**src/rtl/cab_pkg.sv**
```systemverilog
package cab_pkg;

    typedef enum logic {
        ST_IDLE = 1'b0,
        ST_WAIT = 1'b1
    } cab_state_e;

    typedef struct packed {
        logic       en;
        logic [7:0] bus;
        logic [4:0] dev;
        logic [2:0] fn;
        logic [5:0] regi;
    } cab_addr_t;

    // Split a latched address word into its fields.
    function automatic cab_addr_t cab_decode(input logic [31:0] a);
        cab_addr_t f;
        f.en   = a[31];
        f.bus  = a[23:16];
        f.dev  = a[15:11];
        f.fn   = a[10:8];
        f.regi = a[7:2];
        return f;
    endfunction

    // True when the access stays inside one dword.
    function automatic logic cab_fits(input logic [1:0] size, input logic [1:0] start);
        case (size)
            2'd0:    return 1'b1;
            2'd1:    return start != 2'd3;
            2'd2:    return start == 2'd0;
            default: return 1'b0;
        endcase
    endfunction

    function automatic logic [3:0] cab_lanes(input logic [1:0] size, input logic [1:0] start);
        logic [3:0] base;
        case (size)
            2'd0:    base = 4'b0001;
            2'd1:    base = 4'b0011;
            2'd2:    base = 4'b1111;
            default: base = 4'b0000;
        endcase
        return base << start;
    endfunction

    function automatic logic [31:0] cab_width_ones(input logic [1:0] size);
        case (size)
            2'd0:    return 32'h0000_00FF;
            2'd1:    return 32'h0000_FFFF;
            default: return 32'hFFFF_FFFF;
        endcase
    endfunction

    function automatic logic [31:0] cab_extract(input logic [31:0] v, input logic [1:0] start,
                                                input logic [1:0] size);
        return (v >> {start, 3'b000}) & cab_width_ones(size);
    endfunction

    function automatic logic [31:0] cab_place(input logic [31:0] v, input logic [1:0] start);
        return v << {start, 3'b000};
    endfunction

endpackage

```
**src/rtl/cab_addr_reg.sv**
```systemverilog
module cab_addr_reg
    import cab_pkg::*;
(
    input  logic        clk,
    input  logic        rst_n,
    input  logic        wr_en,
    input  logic [3:0]  be,
    input  logic [31:0] wdata,
    output logic [31:0] addr_o,
    output cab_addr_t   fields_o
);

    typedef struct packed {
        logic [31:0] addr;
    } areg_t;

    areg_t st_d, st_q;

    always_comb begin
        st_d = st_q;
        if (wr_en) begin
            for (int b = 0; b < 4; b++) begin
                if (be[b]) st_d.addr[8*b +: 8] = wdata[8*b +: 8];
            end
        end
    end

    always_ff @(posedge clk) begin
        if (!rst_n) st_q <= '0;
        else        st_q <= st_d;
    end

    assign addr_o   = st_q.addr;
    assign fields_o = cab_decode(st_q.addr);


    addr_hold_chk: assert property (@(posedge clk) disable iff (!rst_n)
        !wr_en |=> $stable(addr_o));


    upper_lane_keep_chk: assert property (@(posedge clk) disable iff (!rst_n)
        (wr_en && !be[3]) |=> addr_o[31:24] == $past(addr_o[31:24]));

endmodule

```
**src/rtl/cab_host_cfg.sv**
```systemverilog
module cab_host_cfg #(
    parameter logic [15:0] VENDOR_ID = 16'hFACE,
    parameter logic [15:0] DEVICE_ID = 16'h0C01
) (
    input  logic        clk,
    input  logic        rst_n,
    input  logic        wr_en,
    input  logic [5:0]  idx,
    input  logic [3:0]  be,
    input  logic [31:0] wdata,
    output logic [31:0] rdata
);

    localparam logic [7:0] CLASS_BRIDGE = 8'h06;
    localparam logic [7:0] SUB_HOST     = 8'h00;
    localparam logic [7:0] HDR_BRIDGE   = 8'h01;

    typedef struct packed {
        logic [15:0] cmd;
        logic [7:0]  line_sz;
    } hcfg_t;

    hcfg_t st_d, st_q;

    always_comb begin
        st_d = st_q;
        if (wr_en) begin
            if (idx == 6'd1) begin
                if (be[0]) st_d.cmd[7:0]  = wdata[7:0];
                if (be[1]) st_d.cmd[15:8] = wdata[15:8];
            end
            if (idx == 6'd3 && be[0]) st_d.line_sz = wdata[7:0];
        end
    end

    always_ff @(posedge clk) begin
        if (!rst_n) st_q <= '0;
        else        st_q <= st_d;
    end

    always_comb begin
        case (idx)
            6'd0:    rdata = {DEVICE_ID, VENDOR_ID};
            6'd1:    rdata = {16'h0000, st_q.cmd};
            6'd2:    rdata = {CLASS_BRIDGE, SUB_HOST, 16'h0000};
            6'd3:    rdata = {8'h00, HDR_BRIDGE, 8'h00, st_q.line_sz};
            default: rdata = 32'h0;
        endcase
    end


    cmd_hold_chk: assert property (@(posedge clk) disable iff (!rst_n)
        !wr_en |=> $stable(st_q.cmd));


    line_hold_chk: assert property (@(posedge clk) disable iff (!rst_n)
        (wr_en && idx != 6'd3) |=> $stable(st_q.line_sz));

endmodule

```
**src/rtl/cab_slot_pins.sv**
```systemverilog
module cab_slot_pins #(
    parameter int N_PORTS = 5
) (
    output logic [2*N_PORTS-1:0] slot_pin
);

    for (genvar i = 0; i < N_PORTS; i++) begin : g_pin
        localparam logic [1:0] PIN_CODE = 2'(i % 4);
        assign slot_pin[2*i +: 2] = PIN_CODE;
    end

endmodule

```
**src/rtl/cfg_access_bridge.sv**
```systemverilog
module cfg_access_bridge
    import cab_pkg::*;
#(
    parameter int          N_PORTS   = 5,
    parameter logic [15:0] VENDOR_ID = 16'hFACE,
    parameter logic [15:0] DEVICE_ID = 16'h0C01
) (
    input  logic                   clk,
    input  logic                   rst_n,
    input  logic                   host_req,
    input  logic                   host_we,
    input  logic [3:0]             host_off,
    input  logic [1:0]             host_size,
    input  logic [31:0]            host_wdata,
    output logic                   host_ack,
    output logic [31:0]            host_rdata,
    output logic [N_PORTS-1:0]     dn_req,
    output logic                   dn_we,
    output logic [5:0]             dn_reg,
    output logic [3:0]             dn_be,
    output logic [31:0]            dn_wdata,
    input  logic [N_PORTS-1:0]     dn_rsp,
    input  logic [32*N_PORTS-1:0]  dn_rdata,
    output logic [2*N_PORTS-1:0]   slot_pin
);

    localparam logic [N_PORTS-1:0] ONE_HOT0 = N_PORTS'(1);

    typedef struct packed {
        cab_state_e         st;
        logic               ack;
        logic [31:0]        rdata;
        logic [N_PORTS-1:0] req;
        logic               we;
        logic [5:0]         regi;
        logic [3:0]         be;
        logic [31:0]        wdata;
        logic [1:0]         start;
        logic [1:0]         size;
    } ctl_t;

    ctl_t ctl_d, ctl_q;

    logic [31:0] addr_q;
    cab_addr_t   fields;
    logic [31:0] hcfg_rdata;
    logic        addr_wr, hcfg_wr;
    logic        accept, fit, in_addr, in_data, route_ok, port_ok;
    logic [1:0]  start;
    logic [3:0]  lanes;
    logic [31:0] wd_al, ones, sel_rdata;
    logic [4:0]  pidx;

    cab_addr_reg u_addr (
        .clk     (clk),
        .rst_n   (rst_n),
        .wr_en   (addr_wr),
        .be      (lanes),
        .wdata   (wd_al),
        .addr_o  (addr_q),
        .fields_o(fields)
    );

    cab_host_cfg #(
        .VENDOR_ID(VENDOR_ID),
        .DEVICE_ID(DEVICE_ID)
    ) u_hcfg (
        .clk  (clk),
        .rst_n(rst_n),
        .wr_en(hcfg_wr),
        .idx  (fields.regi),
        .be   (lanes),
        .wdata(wd_al),
        .rdata(hcfg_rdata)
    );

    cab_slot_pins #(.N_PORTS(N_PORTS)) u_pins (
        .slot_pin(slot_pin)
    );

    // Response data from whichever port holds the request.
    always_comb begin
        sel_rdata = '0;
        for (int p = 0; p < N_PORTS; p++) begin
            if (ctl_q.req[p]) sel_rdata = sel_rdata | dn_rdata[32*p +: 32];
        end
    end

    always_comb begin
        start    = host_off[1:0];
        fit      = cab_fits(host_size, start);
        lanes    = cab_lanes(host_size, start);
        wd_al    = cab_place(host_wdata, start);
        ones     = cab_width_ones(host_size);
        in_addr  = host_off[3:2] == 2'b00;
        in_data  = host_off[3:2] == 2'b01;
        route_ok = fields.en && (fields.bus == 8'h00);
        port_ok  = (fields.dev != 5'd0) && (int'(fields.dev) <= N_PORTS);
        pidx     = fields.dev - 5'd1;
        accept   = host_req && !ctl_q.ack && (ctl_q.st == ST_IDLE);

        ctl_d    = ctl_q;
        ctl_d.ack = 1'b0;
        addr_wr  = 1'b0;
        hcfg_wr  = 1'b0;

        if (accept) begin
            ctl_d.ack   = 1'b1;
            ctl_d.rdata = host_we ? 32'h0 : ones;
            if (fit && in_addr) begin
                if (host_we) addr_wr = 1'b1;
                else         ctl_d.rdata = cab_extract(addr_q, start, host_size);
            end else if (fit && in_data && route_ok) begin
                if (fields.dev == 5'd0) begin
                    if (host_we) hcfg_wr = 1'b1;
                    else         ctl_d.rdata = cab_extract(hcfg_rdata, start, host_size);
                end else if (port_ok) begin
                    ctl_d.ack   = 1'b0;
                    ctl_d.st    = ST_WAIT;
                    ctl_d.req   = ONE_HOT0 << pidx;
                    ctl_d.we    = host_we;
                    ctl_d.regi  = fields.regi;
                    ctl_d.be    = lanes;
                    ctl_d.wdata = wd_al;
                    ctl_d.start = start;
                    ctl_d.size  = host_size;
                end
            end
        end else if (ctl_q.st == ST_WAIT && (|(dn_rsp & ctl_q.req))) begin
            ctl_d.ack   = 1'b1;
            ctl_d.rdata = ctl_q.we ? 32'h0 : cab_extract(sel_rdata, ctl_q.start, ctl_q.size);
            ctl_d.req   = '0;
            ctl_d.st    = ST_IDLE;
        end
    end

    always_ff @(posedge clk) begin
        if (!rst_n) ctl_q <= '0;
        else        ctl_q <= ctl_d;
    end

    assign host_ack   = ctl_q.ack;
    assign host_rdata = ctl_q.rdata;
    assign dn_req     = ctl_q.req;
    assign dn_we      = ctl_q.we;
    assign dn_reg     = ctl_q.regi;
    assign dn_be      = ctl_q.be;
    assign dn_wdata   = ctl_q.wdata;


    one_port_chk: assert property (@(posedge clk) disable iff (!rst_n)
        $onehot0(dn_req));


    req_hold_chk: assert property (@(posedge clk) disable iff (!rst_n)
        ((|dn_req) && !(|(dn_req & dn_rsp))) |=> (dn_req == $past(dn_req)));


    ack_after_rsp_chk: assert property (@(posedge clk) disable iff (!rst_n)
        !(host_ack && (|dn_req)));


    lanes_present_chk: assert property (@(posedge clk) disable iff (!rst_n)
        (|dn_req) |-> (dn_be != 4'b0000));


    ack_pulse_chk: assert property (@(posedge clk) disable iff (!rst_n)
        host_ack |=> !host_ack);


    disabled_no_fwd_chk: assert property (@(posedge clk) disable iff (!rst_n)
        (accept && in_data && !route_ok) |=> (dn_req == '0));

endmodule

```
**config.mk**
```make
export PLATFORM = sky130hd
export DESIGN_NAME = cfg_access_bridge
export DESIGN_NICKNAME = d
export VERILOG_FILES = /design/src/rtl/cab_pkg.sv /design/src/rtl/cab_addr_reg.sv /design/src/rtl/cab_host_cfg.sv /design/src/rtl/cab_slot_pins.sv /design/src/rtl/cfg_access_bridge.sv
export SDC_FILE = /design/constraint.sdc
export NUM_CORES = 1
export LEC_CHECK = 0
export ABC_AREA = 1
export BUFFER_PORTS_ARGS = -buffer_cell sky130_fd_sc_hd__buf_2
export CORE_UTILIZATION = 45
export DETAILED_ROUTE_END_ITERATION = 8
export PLACE_DENSITY = 0.73
export SETUP_SLACK_MARGIN = 0.1
export SLEW_MARGIN = 20
export SYNTH_ARGS = -nofsm -noshare
export SYNTH_HDL_FRONTEND = slang
export SYNTH_SLANG_ARGS = --single-unit
```
**constraint.sdc**
```tcl
create_clock -name clk -period 2.55 [get_ports clk]
set_input_delay 0 -clock clk [delete_from_list [all_inputs] [get_ports clk]]
set_output_delay 0 -clock clk [all_outputs]
set_load 0.03 [all_outputs]
```
After elaboration in Yosys (flattened, before gate mapping). Cells that the tools add are included.

Register bits after elaboration: 142. Bits of input ports: 207. Output and inout bits: 91.

$add $sub $neg: 1. $lt $le $gt $ge: 1. Eq/ne operators: 12. Shifts and indexed selects: 6. Multiplexer cells: 41. Bitwise gates (word level): 11. Reductions and logical operators: 29.

Operator list (number): 32-bit 2-to-1 mux (20); 52-bit 2-to-1 mux (3); 32-bit bitwise OR (4); 32-bit one-hot mux with 2 select lines (2); 28-bit one-hot mux with 4 select lines (1); 32-bit bitwise AND (3); 32-bit by 5-bit right shift with 32-bit output (3); 86-bit 2-to-1 mux (1); 39-bit 2-to-1 mux (2); 32-bit by 5-bit << shifter with 32-bit output (1); 6-bit by 2-bit == test with 1-bit output (second input constant) (2); 4-bit one-hot mux with 3 select lines (1); 2-bit AND reduction (5); 5-bit AND reduction (2); 1-bit logical AND (9); 2-bit zero test (4); 8-bit zero test (1); 1-bit 2-to-1 mux (7); 2-bit by 1-bit == test with 1-bit output (second input constant) (3); 6-bit by 1-bit == test with 1-bit output (second input constant) (1); 6-bit zero test (1); 2-bit 2-to-1 mux (3); 2-bit != test (second input constant) (3); 3-bit AND reduction (2); 14 further kinds (17).

Depth between registers and ports, before layout.
Depth in word-level cells: 14. Mapped depth: 14.

By module. Synthesis repeated with hierarchy kept, for this count alone.

Cell total of the unflattened synthesis: 1989. Area, all modules: 11198.2 um^2.

By module, submodules not included: cfg_access_bridge (times used 1, cells each 1529, area each 8201.6 um^2); cab_addr_reg (times used 1, cells each 226, area each 1478.9 um^2); cab_host_cfg (times used 1, cells each 222, area each 1435.1 um^2); cab_slot_pins (times used 1, cells each 12, area each 82.6 um^2).

Worst setup path after synthesis. Ideal clock, no wire load.

Path kind: register to register. Start point: register u_addr.st_q, in the netlist u_addr.addr_o[11]. End point: register u_hcfg.st_q[16] (netlist bit). Arrival time: 1.683 ns. Required time: 2.434 ns. Path slack: 0.751 ns. Cell stages (with the launch flop): 15. Period minus slack after synthesis: 1.799 ns. Cells stage by stage: dfxtp_1 inv_1 ha_1 nand2_1 inv_1 nand2_1 inv_1 nand2_4 clkinv_2 nand2_1 nor2_2 nand2_2 inv_2 nor2_1 nor2_1.

Cells in the longest elaborated chain, start to end: 6.

RTL lines: from (decl) (RTL line cab_addr_reg.sv:17) `areg_t st_d, st_q;`; from (signal assigned) (RTL line cab_addr_reg.sv:30) `else st_q <= st_d;`; 5-bit zero test (RTL line cfg_access_bridge.sv:114) `if (fields.dev == 5'd0) begin`; 1-bit 2-to-1 mux (RTL line cfg_access_bridge.sv:114); 1-bit 2-to-1 mux (RTL line cfg_access_bridge.sv:113) `end else if (fit && in_data && route_ok) begin`; 1-bit 2-to-1 mux (RTL line cfg_access_bridge.sv:110) `if (fit && in_addr) begin`; 1-bit 2-to-1 mux (RTL line cfg_access_bridge.sv:107) `if (accept) begin`; 3-bit AND reduction (no source line); to (signal assigned) (RTL line cab_host_cfg.sv:38) `else st_q <= st_d;`; to (decl) (RTL line cab_host_cfg.sv:23) `hcfg_t st_d, st_q;`.

No other way between the ends. A chain may end at the register's enable or synchronous reset.

Worst setup path in the final report.
Start point: input port host_size[1]. End point: register ctl_q, in the netlist dn_wdata[10].

Cells in the longest elaborated chain, start to end: 5.

RTL lines: from (decl) (RTL line cfg_access_bridge.sv:13) `input logic [1:0] host_size,`; 2-bit == test, or another cell as far along (RTL line cab_pkg.sv:29) `case (size)`; 1-bit one-hot mux with 3 select lines (*) (RTL line cab_pkg.sv:29); 1-bit logical AND (on tied branches) (RTL line cfg_access_bridge.sv:113, cfg_access_bridge.sv:110); 1-bit logical AND / 1-bit inverter (equally long branches); 5-bit AND reduction (no source line) (*); to (signal assigned) (RTL line cfg_access_bridge.sv:139) `else ctl_q <= ctl_d;`; to (decl) (RTL line cfg_access_bridge.sv:42) `ctl_t ctl_d, ctl_q;`.

Mark *: on every way between the ends. The rest lies on a longest branch, timed or not.

==> results.json <==
{
  "fin_util_pct": 54.84,
  "min_to": "dn_wdata[24]",
  "min_period_over_period_pct": 88.53,
  "setup_ws_ps": 292.5,
  "worstMarginPinSlew_ps": 916.6,
  "cp-start-kind": "input pin",
  "vdd_drop_max_mv": 0.4113,
  "power_per_cell_area_nw_per_um2": 479.7,
  "cts_sinks": 142,
  "finalSetupTns_ps": 0,
  "htreeDepth": 4,
  "regArea_um2": 2843,
  "r2r-end": "dn_wdata[10]",
  "status": "completed",
  "cts_buffer_depth": 2,
  "die_h_um": 149.8,
  "grt_usage_pct": 34.45,
  "synth_seq_cells": 142,
  "p_leak_nw": 5.674,
  "path_max_fanout": 62,
  "hp-class": "input pin to register",
  "grt_max_degree": 110,
  "post_dp_cell_area_um2": 10950,
  "grt_pass1_wl_mm": 58.11,
  "critPathArrivalTime_ps": 2610,
  "holdPathStages": 5,
  "gp_congestion": 0.9752,
  "gr-total-overflow": 0,
  "timing.rr.start": "u_addr.addr_o[20]",
  "path_class": "input pin to register",
  "via_per_inst": 5.381,
  "final_area_um2": 11640,
  "preCtsSetupSlack_ps": 170.5,
  "dp_hpwl_mm": 30.54,
  "drive_above_1_share_pct": 21.99,
  "syn_inst": 1637,
  "synth_area_leaders": "dfxtp_1 (29%), nand2_1 (17%), o21ai_0 (10%), nor2_1 (8.7%), buf_4 (7.0%)",
  "die_w_um": 149.8,
  "io_pins": 298,
  "fin_crit_ps": 2258,
  "relSlewSlack_pct": 38.70,
  "drc": 0,
  "hp-start": "host_wdata[24]",
  "multi_input_area_um2": 5499,
  "portBuffers": 287,
  "first_pass_iters": 6,
  "insertion_delay_ps": 440,
  "antenna_left": 0,
  "r2r_slack_ps": 340,
  "rsz0062_at_grt": "false",
  "path_clk_slew_ps": 70,
  "cpMaxStageDelayCell": "dlygate4sd3_1",
  "num_rows": 53,
  "antenna_found_initial": 0,
  "cp.required_ps": 2900,
  "slew_viol_final": 0,
  "drt_iter0_drc": 1153,
  "ctsRootBufferMaster": "clkbuf_16",
  "ys_seq_area_share_pct": 28.93,
  "cts_made_buffers": 17,
  "syn2layout_area_growth_pct": 18.42,
  "reg2regPathDepth": 12,
  "synth.top_cell.area_share_pct": 28.93,
  "avgSynthCellArea_um2": 6.003,
  "ys_types": 49,
  "yosys_warnings": 0,
  "maxCapViolations": 0,
  "vias": 11365,
  "start_util_pct": 46.31,
  "wl_per_cell_um": 18.63,
  "cp-end-kind": "register",
  "hold_viol": 0,
  "path_cells": "dlygate4sd3_1 > buf_2 > inv_1 > ha_1 > nand2_1 > nand3_2 > nand2_4 > inv_2 > nand2_4 > buf_4 > nand2_1 > inv_1 > nand2_2 > inv_2 > buf_12 > nor2_1 > nor3_1",
  "nNetsFinal": 2038,
  "die-area_um2": 22430,
  "grt_pass1_vias": 10323,
  "cts_tree": "yes",
  "finalClockSkew_ps": 9.923,
  "drt-total-wl_mm": 39.34,
  "core_um2": 21220,
  "diodes": 0,
  "synth_top_area_cell": "dfxtp_1",
  "slowest_delay_ps": 520,
  "fmax_mhz": 443.0,
  "fillers": 2243,
  "final-setup-viol-count": 0,
  "synth_area_um2": 9827
}
[layout by cell type, fill, tap and decap left out, types with 8 or more instances in the layout]
cell type and n:
buf_4 43, a21oi_1 126, dlygate4sd3_1 10, nor2_1 226, o21ai_0 199, nand4_1 14
nor3_1 17, nand3_1 83, clkbuf_16 17, o21a_1 12, conb_1 10, inv_1 104
buf_2 287, nand2_1 441, dfxtp_1 142, o32ai_1 8
[metal layers]
layer / track usage [%] / part of all wire [%] / vias up
met4: 17.58 / 4.6 / 0
met2: 61.55 / 49 / 578
met5: 0 / 0 / -
met3: 4.756 / 7.3 / 90
met1: 39.86 / 39 / 5123
li1: - / - / 5574
[how the worst max path moves through the flow]
stage                 startpoint         endpoint  slack [ps]  cells after the start
2_1_floorplan  u_addr.addr_o[11]  u_hcfg.st_q[16]         750                     14
5_1_grt             host_size[0]     dn_wdata[25]         120                     17
6_report            host_size[1]     dn_wdata[10]         290                     17
4_1_cts        u_addr.addr_o[11]   host_rdata[18]         120                     11
3_5_place_dp   u_addr.addr_o[11]   host_rdata[18]         170                     11
3_3_place_gp   u_addr.addr_o[11]   host_rdata[20]         210                     11
[synth_stat cells, drive strengths merged]
cell type	n
a31oi	3
a221oi	4
mux2i	1
o21ai	202
nand4	15
or2	3
nand2	451
o21a	12
dfxtp	142
clkbuf	58
o211ai	3
ha	7
a22o	1
conb	2
nand3b	2
a21boi	1
inv	112
a21oi	127
o22ai	4
nand3	86
o31ai	1
o32ai	8
nor3	19
buf	126
a311oi	1
a22oi	4
nor2	235
o21bai	1
a211oi	3
clkinv	3
[through the flow]
step,hold WS (ps),power [mW],cells
6_report,93.31,5.583,2112
5_1_grt,126.2,5.759,2112
4_1_cts,77.14,5.582,2112
3_5_place_dp,247.4,3.119,2070
3_3_place_gp,239.6,3.120,2070
2_1_floorplan,134.9,2.785,1645
[worst max-delay path: cells and delay by family]
kind	cells	cell delay (ps)
adders and majority gates	1	260
buffers and inverters	8	1460
and+or+nand+nor	8	840
[cell families after synthesis]
kind of cell               share of synthesized area [%]
other                                            0.07642
buffers and inverters                              15.50
DFF                                                28.93
muxes                                             0.1019
adders and majority gates                         0.8912
AOI/OAI and AO/OA                                  20.49
and+or+nand+nor                                    34.02
[power breakdown]
| group | switching, mW | total, mW | internal [mW] |
|---|---|---|---|
| clock | 1.11 | 2.48 | 1.38 |
| combinational | 0.541 | 0.829 | 0.288 |
| sequential | 0.0212 | 2.27 | 2.25 |
| total | 1.67 | 5.58 | 3.91 |
[timing repair]
item	4_1_cts	5_1_grt
resized for setup	0	2
buffers inserted	0	0
setup endpoints to repair	0	12
hold buffers	10	0
endpoints found under the hold margin	18	0
[area by class of cell]
class	instances	share of cell area, %
multi-input cells	1204	47.25
flip-flops and latches	142	24.43
repair buffers	344	16.66
inverters	115	3.742
clock buffers	18	3.688
well taps	275	2.957
clock inverters	14	1.269
(Power assumes the default switching activity.)
